$ cat src/rtl/band_mv_pkg.sv
package band_mv_pkg;

   typedef enum logic [0:0] {
      MULT_NATIVE    = 1'b0,
      MULT_SHIFT_ADD = 1'b1
   } mult_style_e;

   // Partial-sum width: full product, growth for each band term, one spare bit.
   function automatic int acc_width(input int data_w, input int cells);
      return 2 * data_w + $clog2(cells) + 1;
   endfunction

endpackage

$ cat src/rtl/band_mv_mult.sv
module band_mv_mult #(
   parameter int                       DATA_W = 8,
   parameter band_mv_pkg::mult_style_e STYLE  = band_mv_pkg::MULT_NATIVE
) (
   input  logic signed [DATA_W-1:0]   a_i,
   input  logic signed [DATA_W-1:0]   b_i,
   output logic signed [2*DATA_W-1:0] p_o
);

   localparam int PW = 2 * DATA_W;

   if (DATA_W < 2) begin : g_chk_dw
      $error("band_mv_mult: DATA_W must be at least 2");
   end

   if (STYLE == band_mv_pkg::MULT_NATIVE) begin : g_native
      assign p_o = a_i * b_i;
   end else begin : g_shift_add
      logic signed [PW-1:0]         a_ext;
      logic [DATA_W:0][PW-1:0]      part;

      assign a_ext   = {{DATA_W{a_i[DATA_W-1]}}, a_i};
      assign part[0] = '0;

      for (genvar g = 0; g < DATA_W; g++) begin : g_row
         logic [PW-1:0] row;
         assign row = b_i[g] ? (a_ext <<< g) : '0;
         // the sign bit of b carries negative weight
         if (g == DATA_W - 1) begin : g_neg
            assign part[g+1] = part[g] - row;
         end else begin : g_pos
            assign part[g+1] = part[g] + row;
         end
      end

      assign p_o = $signed(part[DATA_W]);
   end

endmodule

$ cat src/rtl/band_mv_cell.sv
module band_mv_cell #(
   parameter int                       DATA_W     = 8,
   parameter int                       ACC_W      = 19,
   parameter band_mv_pkg::mult_style_e MULT_STYLE = band_mv_pkg::MULT_NATIVE
) (
   input  logic                     clk,
   input  logic                     rst,
   input  logic signed [DATA_W-1:0] x_i,
   input  logic                     xv_i,
   input  logic signed [ACC_W-1:0]  y_i,
   input  logic                     yv_i,
   input  logic signed [DATA_W-1:0] a_i,
   output logic signed [DATA_W-1:0] x_o,
   output logic                     xv_o,
   output logic signed [ACC_W-1:0]  y_o,
   output logic                     yv_o
);

   localparam int PW  = 2 * DATA_W;
   localparam int EXT = ACC_W - PW;

   if (EXT < 1) begin : g_chk_acc
      $error("band_mv_cell: ACC_W must exceed twice DATA_W");
   end

   logic signed [PW-1:0]    prod;
   logic                    pair;
   logic signed [ACC_W-1:0] term;
   logic [ACC_W:0]          sum_w;

   band_mv_mult #(
      .DATA_W (DATA_W),
      .STYLE  (MULT_STYLE)
   ) mult_i (
      .a_i (a_i),
      .b_i (x_i),
      .p_o (prod)
   );

   // only a real x meeting a real y may contribute
   assign pair  = xv_i & yv_i;
   assign term  = pair ? {{EXT{prod[PW-1]}}, prod} : '0;
   assign sum_w = {y_i[ACC_W-1], y_i} + {term[ACC_W-1], term};

   always_ff @(posedge clk) begin
      if (rst) begin
         x_o  <= '0;
         xv_o <= 1'b0;
         y_o  <= '0;
         yv_o <= 1'b0;
      end else begin
         x_o  <= x_i;
         xv_o <= xv_i;
         y_o  <= sum_w[ACC_W-1:0];
         yv_o <= yv_i;
      end
   end

   // the widened partial sum never wraps
   p_no_overflow_r7: assert property (@(posedge clk) disable iff (rst)
      sum_w[ACC_W] == sum_w[ACC_W-1]);

   // without a meeting pair the sum crosses the cell untouched
   p_bubble_hold_r5: assert property (@(posedge clk) disable iff (rst)
      !(xv_i && yv_i) |=> (y_o == $past(y_i)));

endmodule

$ cat src/rtl/band_mv_array.sv
module band_mv_array #(
   parameter int                       DATA_W     = 8,
   parameter int                       SUB_DIAG   = 1,
   parameter int                       SUPER_DIAG = 2,
   parameter band_mv_pkg::mult_style_e MULT_STYLE = band_mv_pkg::MULT_NATIVE,
   localparam int                      W          = SUB_DIAG + SUPER_DIAG + 1,
   localparam int                      ACC_W      = band_mv_pkg::acc_width(DATA_W, W)
) (
   input  logic                     clk,
   input  logic                     rst,
   input  logic signed [DATA_W-1:0] x_in_data,
   input  logic                     x_in_valid,
   input  logic signed [ACC_W-1:0]  y_in_data,
   input  logic                     y_in_valid,
   input  logic [W*DATA_W-1:0]      a_in,
   output logic signed [DATA_W-1:0] x_out_data,
   output logic                     x_out_valid,
   output logic signed [ACC_W-1:0]  y_out_data,
   output logic                     y_out_valid
);

   localparam int OCC_W = $clog2(W + 2);

   if (DATA_W < 2) begin : g_chk_dw
      $error("band_mv_array: DATA_W must be at least 2");
   end
   if (SUB_DIAG < 0 || SUPER_DIAG < 0) begin : g_chk_band
      $error("band_mv_array: diagonal counts must not be negative");
   end

   // link k sits between cell k-1 and cell k; link 0 and link W are the ends
   logic signed [DATA_W-1:0] x_link  [0:W];
   logic                     xv_link [0:W];
   logic signed [ACC_W-1:0]  y_link  [0:W];
   logic                     yv_link [0:W];

   assign x_link[0]  = x_in_data;
   assign xv_link[0] = x_in_valid;
   assign y_link[W]  = y_in_data;
   assign yv_link[W] = y_in_valid;

   for (genvar k = 0; k < W; k++) begin : g_cell
      band_mv_cell #(
         .DATA_W     (DATA_W),
         .ACC_W      (ACC_W),
         .MULT_STYLE (MULT_STYLE)
      ) cell_i (
         .clk  (clk),
         .rst  (rst),
         .x_i  (x_link[k]),
         .xv_i (xv_link[k]),
         .y_i  (y_link[k+1]),
         .yv_i (yv_link[k+1]),
         .a_i  ($signed(a_in[k*DATA_W +: DATA_W])),
         .x_o  (x_link[k+1]),
         .xv_o (xv_link[k+1]),
         .y_o  (y_link[k]),
         .yv_o (yv_link[k])
      );
   end

   assign x_out_data  = x_link[W];
   assign x_out_valid = xv_link[W];
   assign y_out_data  = y_link[0];
   assign y_out_valid = yv_link[0];

   // partial sums inside the row, used only by the checks below
   logic [OCC_W-1:0] occ;
   always_ff @(posedge clk) begin
      if (rst) occ <= '0;
      else     occ <= occ + OCC_W'(y_in_valid) - OCC_W'(y_out_valid);
   end

   p_reset_clear_r1: assert property (@(posedge clk) disable iff (rst)
      $past(rst) |-> (!y_out_valid && !x_out_valid));

   p_x_spacing_r9: assert property (@(posedge clk) disable iff (rst)
      x_in_valid |=> !x_in_valid);

   p_y_spacing_r9: assert property (@(posedge clk) disable iff (rst)
      y_in_valid |=> !y_in_valid);

   p_out_spacing_r9: assert property (@(posedge clk) disable iff (rst)
      y_out_valid |=> !y_out_valid);

   // no partial sum is lost or duplicated on its way across
   p_occupancy_r3: assert property (@(posedge clk) disable iff (rst)
      occ <= OCC_W'(W));

endmodule

$ cat config.mk
export PLATFORM = sky130hd
export DESIGN_NAME = band_mv_array
export DESIGN_NICKNAME = d
export VERILOG_FILES = /design/src/rtl/band_mv_pkg.sv /design/src/rtl/band_mv_mult.sv /design/src/rtl/band_mv_cell.sv /design/src/rtl/band_mv_array.sv
export SDC_FILE = /design/constraint.sdc
export NUM_CORES = 1
export LEC_CHECK = 0
export CAP_MARGIN = 10
export CORE_UTILIZATION = 40
export DETAILED_ROUTE_END_ITERATION = 7
export PLACE_DENSITY = 0.66
export SLEW_MARGIN = 20
export SYNTH_ARGS = -nofsm -noshare
export SYNTH_HDL_FRONTEND = slang
export SYNTH_SLANG_ARGS = --single-unit
$ cat constraint.sdc
create_clock -name clk -period 8.3 [get_ports clk]
set_clock_uncertainty 0.1 [all_clocks]
set_input_delay 1.66 -clock clk [delete_from_list [all_inputs] [get_ports clk]]
set_output_delay 1.66 -clock clk [all_outputs]
set_load 0.02 [all_outputs]
# Word level (Yosys, flattened, before mapping)
# Index checks and enable logic that the tools add are counted.
dict set report totals {
  ramBits 0
  reg_bits 116
  elab_cells 32
  latchBits 0
  in_bits 63
  mem_count 0
  romBits 0
  output_inout_bits 29
}
dict set report op_classes {
  reduce_logical 0
  mul 4
  n_mux 4
  addsub 4
  n_eq_ne 0
  shift 0
  n_bitwise 4
  div 0
  n_lt_le_gt_ge 0
}
# op n
set ops {}
lappend ops {{19-bit adder} 4}
lappend ops {{19-bit 2-to-1 mux} 4}
lappend ops {{8-bit by 8-bit multiplier with 16-bit output} 4}
lappend ops {{1-bit bitwise AND} 4}

# Logic depth before layout (Yosys ltp)
# Gate-level depths: netlist (run 1).
dict set report logic_depth {
  ltp_word 3
  depth_mapped 27
  mapped_depth_nobuf 27
}

# Hierarchy
# Synthesis (run 1) repeated with hierarchy kept, for this count alone.
dict set report unflattened {
  cells_unflattened 1960
  area_unflattened_um2 17078.9
}
# module area_each_um2 seq_area_each_um2 instances cells_per_inst
set modules_own_cells {}
lappend modules_own_cells {{band_mv_cell (g_cell[1].cell_i ...)} 1752.9 580.6 3 207}
lappend modules_own_cells {{band_mv_mult (g_cell[1].cell_i.mult_i ...)} 2512.4 0.0 2 284}
lappend modules_own_cells {{band_mv_mult (g_cell[2].cell_i.mult_i)} 2534.9 0.0 1 286}
lappend modules_own_cells {{band_mv_mult (g_cell[0].cell_i.mult_i)} 2532.4 0.0 1 288}
lappend modules_own_cells {{band_mv_cell (g_cell[0].cell_i)} 1727.9 580.6 1 197}

# Worst setup path after synthesis (run 1)
# No wires, ideal clock.
dict set report synth_timing {
  kind {input to register}
  startpoint {input port a_in[13]}
  endpoint {register g_cell[1].cell_i.y_o[16]}
  setup_time_ns 0.128
  path_buffers 0
  path_stages 25
  required_time_ns 8.072
  setup_slack_ns 1.071
  t_arrival_ns 7.001
  cell_sequence {and2_1 fa_1 inv_1 fa_1 inv_1 fa_1 inv_1 fa_1 inv_1 ha_1 a21oi_1 o21bai_1 a21oi_1 o21bai_1 a21oi_1 xor2_1 nor2_1 ha_1 nor2b_1 a31o_2 a41o_2 o41ai_1 mux2i_1 xor2_1 nor2_1}
}
dict set report synth_via {
  elab_chain_len 3
}
# item line_no
set synth_rtl {}
lappend synth_rtl {{from (decl)} band_mv_array.sv:15} ;# input logic [W*DATA_W-1:0] a_in,
lappend synth_rtl {{8-bit by 8-bit multiplier with 16-bit output} band_mv_mult.sv:17} ;# assign p_o = a_i * b_i;
lappend synth_rtl {{19-bit 2-to-1 mux} band_mv_cell.sv:42} ;# assign term = pair ? {{EXT{prod[PW-1]}}, prod} : '0;
lappend synth_rtl {{19-bit adder} band_mv_cell.sv:43} ;# assign sum_w = {y_i[ACC_W-1], y_i} + {term[ACC_W-1], term};
lappend synth_rtl {{to (signal assigned)} band_mv_cell.sv:54} ;# y_o <= sum_w[ACC_W-1:0];
lappend synth_rtl {{to (decl)} band_mv_cell.sv:15} ;# output logic signed [ACC_W-1:0] y_o,
# No other way between the ends.
# A chain may end at the register's enable or synchronous reset.

# Worst setup path in the final report (run 1)
dict set report layout_timing {
  startpoint {input port a_in[12]}
  endpoint {register g_cell[1].cell_i.y_o[18]}
}
# The elaborated chain is that of the path after synthesis.

==> flow_metrics.env, run 1 <==
export IMPL_numPortBuffers=91
export IMPL_finalHoldViolations=0
export IMPL_status="finished, final reports clean"
export IMPL_cts_repair_resize_count=0
export IMPL_clockRootBuffer="clkbuf_16"
export IMPL_synth_cells=1856
export IMPL_dpl_hpwl_um=29300
export IMPL_overflow=0
export IMPL_vias=12200
export IMPL_worst_pin_slew_ps=836
export IMPL_io_pins=92
export IMPL_cp_start_kind="input pin"
export IMPL_drt_wl_total_um=35000
export IMPL_max_freq_mhz=130
export IMPL_areaGrowthSynthToFinish_pct=13.6
export IMPL_tritoncts="done"
export IMPL_cts_max_level=4
export IMPL_drive_gt1_frac=0.0299
export IMPL_drt_iter0_drc=470
export IMPL_power_density_nw_per_um2=145
export IMPL_avgViaCountPerCell=4.89
export IMPL_yosysTopAreaCell="fa_1"
export IMPL_vdd_drop_max_v=0.000148
export IMPL_slew_violations=0
export IMPL_core_um2=39800
export IMPL_final_min_clock_period_ps=7710
export IMPL_place_area_um2=17800
export IMPL_drt_pass1_iter_count=5
export IMPL_crit_type="input pin to flop"
export IMPL_syn_avg_cell_area_um2=8.74
export IMPL_tns_ps=0
export IMPL_p_leak_nw=8.91
export IMPL_yosys_most_used_dff="dfxtp_1"
export IMPL_hp_class="flop to flop"
export IMPL_ant_nets=0
export IMPL_grt_max_degree=113
export IMPL_netlist_top_cells_area="fa_1 28%, dfxtp_1 14%, ha_1 14%, inv_1 8.3%, and2_1 6.6%"
export IMPL_ys_ff_latch=116
export IMPL_synth_edf_count=0
export IMPL_syn_area_um2=16200
export IMPL_ys_types=55
export IMPL_track_usage=0.181
export IMPL_yosysWarnings=0
export IMPL_grt_pass1_vias=12600
export IMPL_crit_fanout=8
export IMPL_antenna_cells=0
export IMPL_synth_top_area_share=0.276
export IMPL_fp_dieH_um=203
export IMPL_cts_max_path_buffers=2
export IMPL_final_area_um2=18400
export IMPL_grt_antenna_before_repair=0
export IMPL_worstPathArrival_ps=7890
export IMPL_rows=73
export IMPL_drc=0
export IMPL_worstSetupEndpointType="flop"
export IMPL_maxSlewHeadroom=0.442
export IMPL_async_flop_share=0
export IMPL_gp_congestion=0.870
export IMPL_cts_hold_fix_buffers=0
export IMPL_cp_required_ps=8480
export IMPL_setup_violations_final=0
export IMPL_dieArea_um2=41400
export IMPL_grt_pass1_wl_um=60600
export IMPL_finalCritPeriodShare=0.929
export IMPL_cts_post_setup_buffers_inserted=0
export IMPL_clock_sinks=116
export IMPL_drv_cap=0
export IMPL_cts_made_buffers=17
export IMPL_rsz0062_at_grt="false"
export IMPL_wl_per_cell_um=14.0
export IMPL_cts_clk_slew_worst_paths_ps=60
export IMPL_syn_num_nets=2325
export IMPL_insertion_delay_ps=430
export IMPL_die_x_um=203
export IMPL_yosysSeqAreaShare=0.143
export IMPL_nets=2427
export IMPL_start_util=0.407
## worst paths after layout
path | start | end | slack [ps] | depth (start not counted)
worst max-delay path | a_in[12] | g_cell[1].cell_i.y_o[18] | 590 | 27
worst min-delay path | g_cell[3].cell_i.yv_o | g_cell[2].cell_i.yv_o | 430 | 1
worst max register to register | g_cell[0].cell_i.x_o[0] | g_cell[1].cell_i.y_o[18] | 1910 | 26
worst min register to register | g_cell[3].cell_i.yv_o | g_cell[2].cell_i.yv_o | 430 | 1
## cells by family after synthesis
| kind of cell | synth area share |
|---|---|
| flops | 0.143 |
| fa+ha+maj | 0.417 |
| xor+xnor | 0.0587 |
| simple gates | 0.196 |
| buf+inv | 0.0871 |
| compound gates | 0.0906 |
| mux | 0.00725 |
## stage by stage
stage | cells | setup slack, ps | power [mW] | util | hold WS [ps]
floorplan | 1856 | 1070 | 1.56 | - | 363
global placement | 2464 | 241 | 1.86 | 0.447 | 399
detailed placement | 2464 | 119 | 1.88 | 0.447 | 414
CTS | 2495 | 577 | 2.71 | 0.463 | 428
global route | 2495 | 39.1 | 2.90 | 0.463 | 454
finish | 2495 | 588 | 2.67 | 0.463 | 428
## cells in the mapped netlist (2+ instances only)
library cell	count
ha_1	182
and2_1	170
o31a_1	4
a21o_1	17
mux2_2	6
dfxtp_1	116
o2111ai_1	3
o211ai_1	8
or4_1	3
a211oi_1	21
or2_2	2
nor3_1	39
xor2_1	42
xnor2_1	64
o41ai_1	4
nor2b_1	84
a311oi_1	2
nand2b_1	15
o21ai_0	40
o21bai_1	13
mux2i_1	5
a21boi_0	2
nor2_1	154
nand4_1	4
o31ai_1	5
nand2_1	87
or3_1	10
o21a_1	20
clkbuf_1	16
nand3_1	15
inv_1	358
a31o_2	4
a21oi_1	64
a31oi_1	8
fa_1	224
nor3b_1	2
and3_1	24
a2111oi_0	2
## metal layers
metal	GRT usage	part of all wire	routed length, um
met5	0	0	0
met4	0.0459	0.016	554
met3	0.0241	0.033	1160
met2	0.314	0.50	17500
met1	0.236	0.45	15800
## critical path: stages
cell and delay (ps):
clkdlybuf4s50_1 540, and2_1 230, ha_1 320, fa_1 460
ha_1 280, inv_1 50, fa_1 470, inv_1 50
ha_1 220, fa_1 460, a21o_2 220, a21oi_1 220
o21bai_1 90, a21oi_1 220, o21bai_1 80, a21oi_1 220
xor2_1 180, nor2_1 90, ha_1 350, nor2b_1 160
a31o_2 210, a41o_2 240, o41ai_1 250, buf_4 180
mux2i_1 220, xnor2_1 140, nor2_1 50
## registers in the layout, indices dropped and copies added, names as in the netlist
name and flops:
g_cell.cell_i.x_o 32, g_cell.cell_i.y_o 76, g_cell.cell_i.yv_o 4, g_cell.cell_i.xv_o 4
## cell usage in the layout, fill, tap and decap left out, types with 15 or more instances in the layout
cell type	instances
inv_1	358
fa_1	224
ha_1	182
and2_1	170
nor2_1	154
dfxtp_1	116
clkdlybuf4s50_1	90
nand2_1	87
nor2b_1	84
a21oi_1	64
xnor2_1	64
xor2_1	42
o21ai_0	40
nor3_1	39
and3_1	24
a211oi_1	21
o21a_1	20
a21o_1	17
clkbuf_16	17
nand2b_1	15
nand3_1	15
## power by group
group | total [mW] | leakage (nW) | internal, mW | switching (mW)
registers | 0.611 | 0.951 | 0.585 | 0.0259
clock network | 0.808 | 0.301 | 0.532 | 0.276
logic | 1.25 | 7.66 | 0.553 | 0.697
total | 2.67 | 8.91 | 1.67 | 0.998
## cell type report
type | count | area, um^2
Fill cell | 3884 | 21400
Multi-Input combinational cell | 1364 | 12500
Sequential cell | 116 | 2320
Inverter | 358 | 1340
Timing Repair Buffer | 101 | 987
Tap cell | 525 | 657
Clock buffer | 23 | 488
Clock inverter | 8 | 148
(Power assumes the default switching activity.)
==> run 2, diff against run 1 <==
- MAX_ROUTING_LAYER: default -> met4
- PLACE_DENSITY: 0.66 -> 0.6
==> run 2 against run 1 <==
  * Hold slack got worse by 14 ps
  * Core utilization barely moved
  * Final cell count rose by 0.12%
  * Critical path type unchanged
  * First-iteration DRC count down 16%
  * Die area is the same
==> flow_metrics.env, run 2 (same netlist as run 1, synthesis figures left out) <==
export IMPL_status="finished, final reports clean"
export IMPL_place_ws_ps=115
export IMPL_cp_num_buf_inv=6
export IMPL_wl_per_cell_um=13.9
export IMPL_crit_family="adder cells"
export IMPL_drc=0
export IMPL_die_x_um=203
export IMPL_cts_clk_slew_worst_paths_ps=60
export IMPL_clock_sinks=116
export IMPL_io_pins=92
export IMPL_max_freq_mhz=129
export IMPL_areaGrowthSynthToFinish_pct=13.5
export IMPL_ant_nets=0
export IMPL_cp_required_ps=8480
export IMPL_grt_max_degree=83
export IMPL_final_common_cell="inv_1"
export IMPL_crit_fanout=8
export IMPL_finalCritPeriodShare=0.931
export IMPL_maxSlewHeadroom=0.433
export IMPL_cts_repair_resize_count=0
export IMPL_grt_pass1_vias=12600
export IMPL_drt_wl_total_um=34700
export IMPL_seq_power_share=0.233
export IMPL_cts_hold_fix_buffers=0
export IMPL_reg_top3="g_cell.cell_i.y_o (76), g_cell.cell_i.x_o (32)"
export IMPL_insertion_delay_ps=420
export IMPL_setup_violations_final=0
export IMPL_switching_share=0.394
export IMPL_fp_dieH_um=203
export IMPL_pwr_share_clk=0.295
export IMPL_slew_violations=0
export IMPL_start_util=0.407
export IMPL_dieArea_um2=41400
export IMPL_cts_made_buffers=17
export IMPL_min_delay_start="g_cell[2].cell_i.y_o[18]"
export IMPL_switching_power_mw=1.03
export IMPL_final_min_clock_period_ps=7720
export IMPL_layout_common_cells="358 x inv_1, 224 x fa_1, 182 x ha_1"
export IMPL_comb_power_share=0.472
export IMPL_antenna_cells=0
export IMPL_drive_gt1_frac=0.0324
export IMPL_r2r_start="g_cell[0].cell_i.x_o[2]"
export IMPL_drt_iter0_drc=395
export IMPL_worstPathArrival_ps=7900
export IMPL_track_usage=0.184
export IMPL_clockRootBuffer="clkbuf_16"
export IMPL_avgViaCountPerCell=4.87
export IMPL_fill_cells=3964
export IMPL_gp_congestion=0.889
export IMPL_crit_start="a_in[13]"
export IMPL_hp_class="flop to flop"
export IMPL_finalHoldViolations=0
export IMPL_grt_antenna_before_repair=0
export IMPL_top_register="g_cell.cell_i.y_o"
export IMPL_vias=12200
export IMPL_vdd_drop_max_v=0.000153
export IMPL_rsz0062_at_grt="false"
export IMPL_numPortBuffers=91
export IMPL_cpPeakStageDelay_ps=540
export IMPL_worstSetupEndpointType="flop"
export IMPL_worst_pin_slew_ps=851
export IMPL_crit_type="input pin to flop"
export IMPL_multiInputGateArea_um2=12500
export IMPL_tns_ps=0
export IMPL_seqCellArea_um2=2320
export IMPL_crit_slowest_cell="fa_1"
export IMPL_tritoncts="done"
export IMPL_cts_max_level=4
export IMPL_core_um2=39800
export IMPL_overflow=0
export IMPL_cts_max_path_buffers=2
export IMPL_p_leak_nw=8.91
export IMPL_largest_reg_flops=76
export IMPL_power_density_nw_per_um2=142
export IMPL_cp_start_kind="input pin"
export IMPL_drv_cap=0
export IMPL_drt_pass1_iter_count=5
export IMPL_worst_slack_ps=577
export IMPL_nets=2429
export IMPL_rows=73
export IMPL_grt_pass1_wl_um=59900
export IMPL_dpl_hpwl_um=29200
export IMPL_cts_post_setup_buffers_inserted=0
export IMPL_p_int_mw=1.59
==> run 2: stage by stage <==
| stage | util | hold WS (ps) | power [mW] | instances | cell area (um^2) |
|---|---|---|---|---|---|
| 6_report | 0.462 | 414 | 2.62 | 2498 | 18400 |
| 5_1_grt | 0.462 | 441 | 2.87 | 2498 | 18400 |
| 4_1_cts | 0.462 | 419 | 2.67 | 2498 | 18400 |
| 3_5_place_dp | 0.447 | 402 | 1.88 | 2466 | 17800 |
| 3_3_place_gp | 0.447 | 405 | 1.88 | 2466 | 17800 |
| 2_1_floorplan | - | 363 | 1.56 | 1856 | 16200 |
==> run 2: cell type report <==
class                           instances  share of cell area
Multi-Input combinational cell       1364               0.678
Sequential cell                       116               0.126
Inverter                              358              0.0730
Timing Repair Buffer                  103              0.0542
Tap cell                              525              0.0357
Clock buffer                           17              0.0231
Clock inverter                         15             0.00992
==> run 2: final timing paths <==
kind                                    to  slack, ps  cells after the start
setup reg to reg  g_cell[1].cell_i.y_o[16]       1870                     26
hold reg to reg   g_cell[1].cell_i.y_o[18]        410                      2
hold / removal    g_cell[1].cell_i.y_o[18]        410                      2
setup / recovery  g_cell[1].cell_i.y_o[16]        580                     27
==> run 2: power groups by stage <==
stage	registers, mW	clock network (mW)	logic [mW]
2_1_floorplan	0.619	0	0.938
3_3_place_gp	0.623	0	1.25
3_5_place_dp	0.622	0	1.26
4_1_cts	0.610	0.795	1.27
5_1_grt	0.614	0.821	1.43
6_report	0.610	0.775	1.24
==> run 2: layer usage <==
layer / vias to the layer above / part of all wire / track usage
li1: 6063 / - / -
met1: 5892 / 0.45 / 0.226
met2: 159 / 0.51 / 0.317
met3: 39 / 0.025 / 0.0260
met4: 0 / 0.016 / 0.0416
met5: - / 0 / -
==> run 2: tightest hold or removal path, cell delays in order, from the launching register on <==
cell and delay, ps:
dfxtp_1 330, xnor2_1 80, nor2_1 70
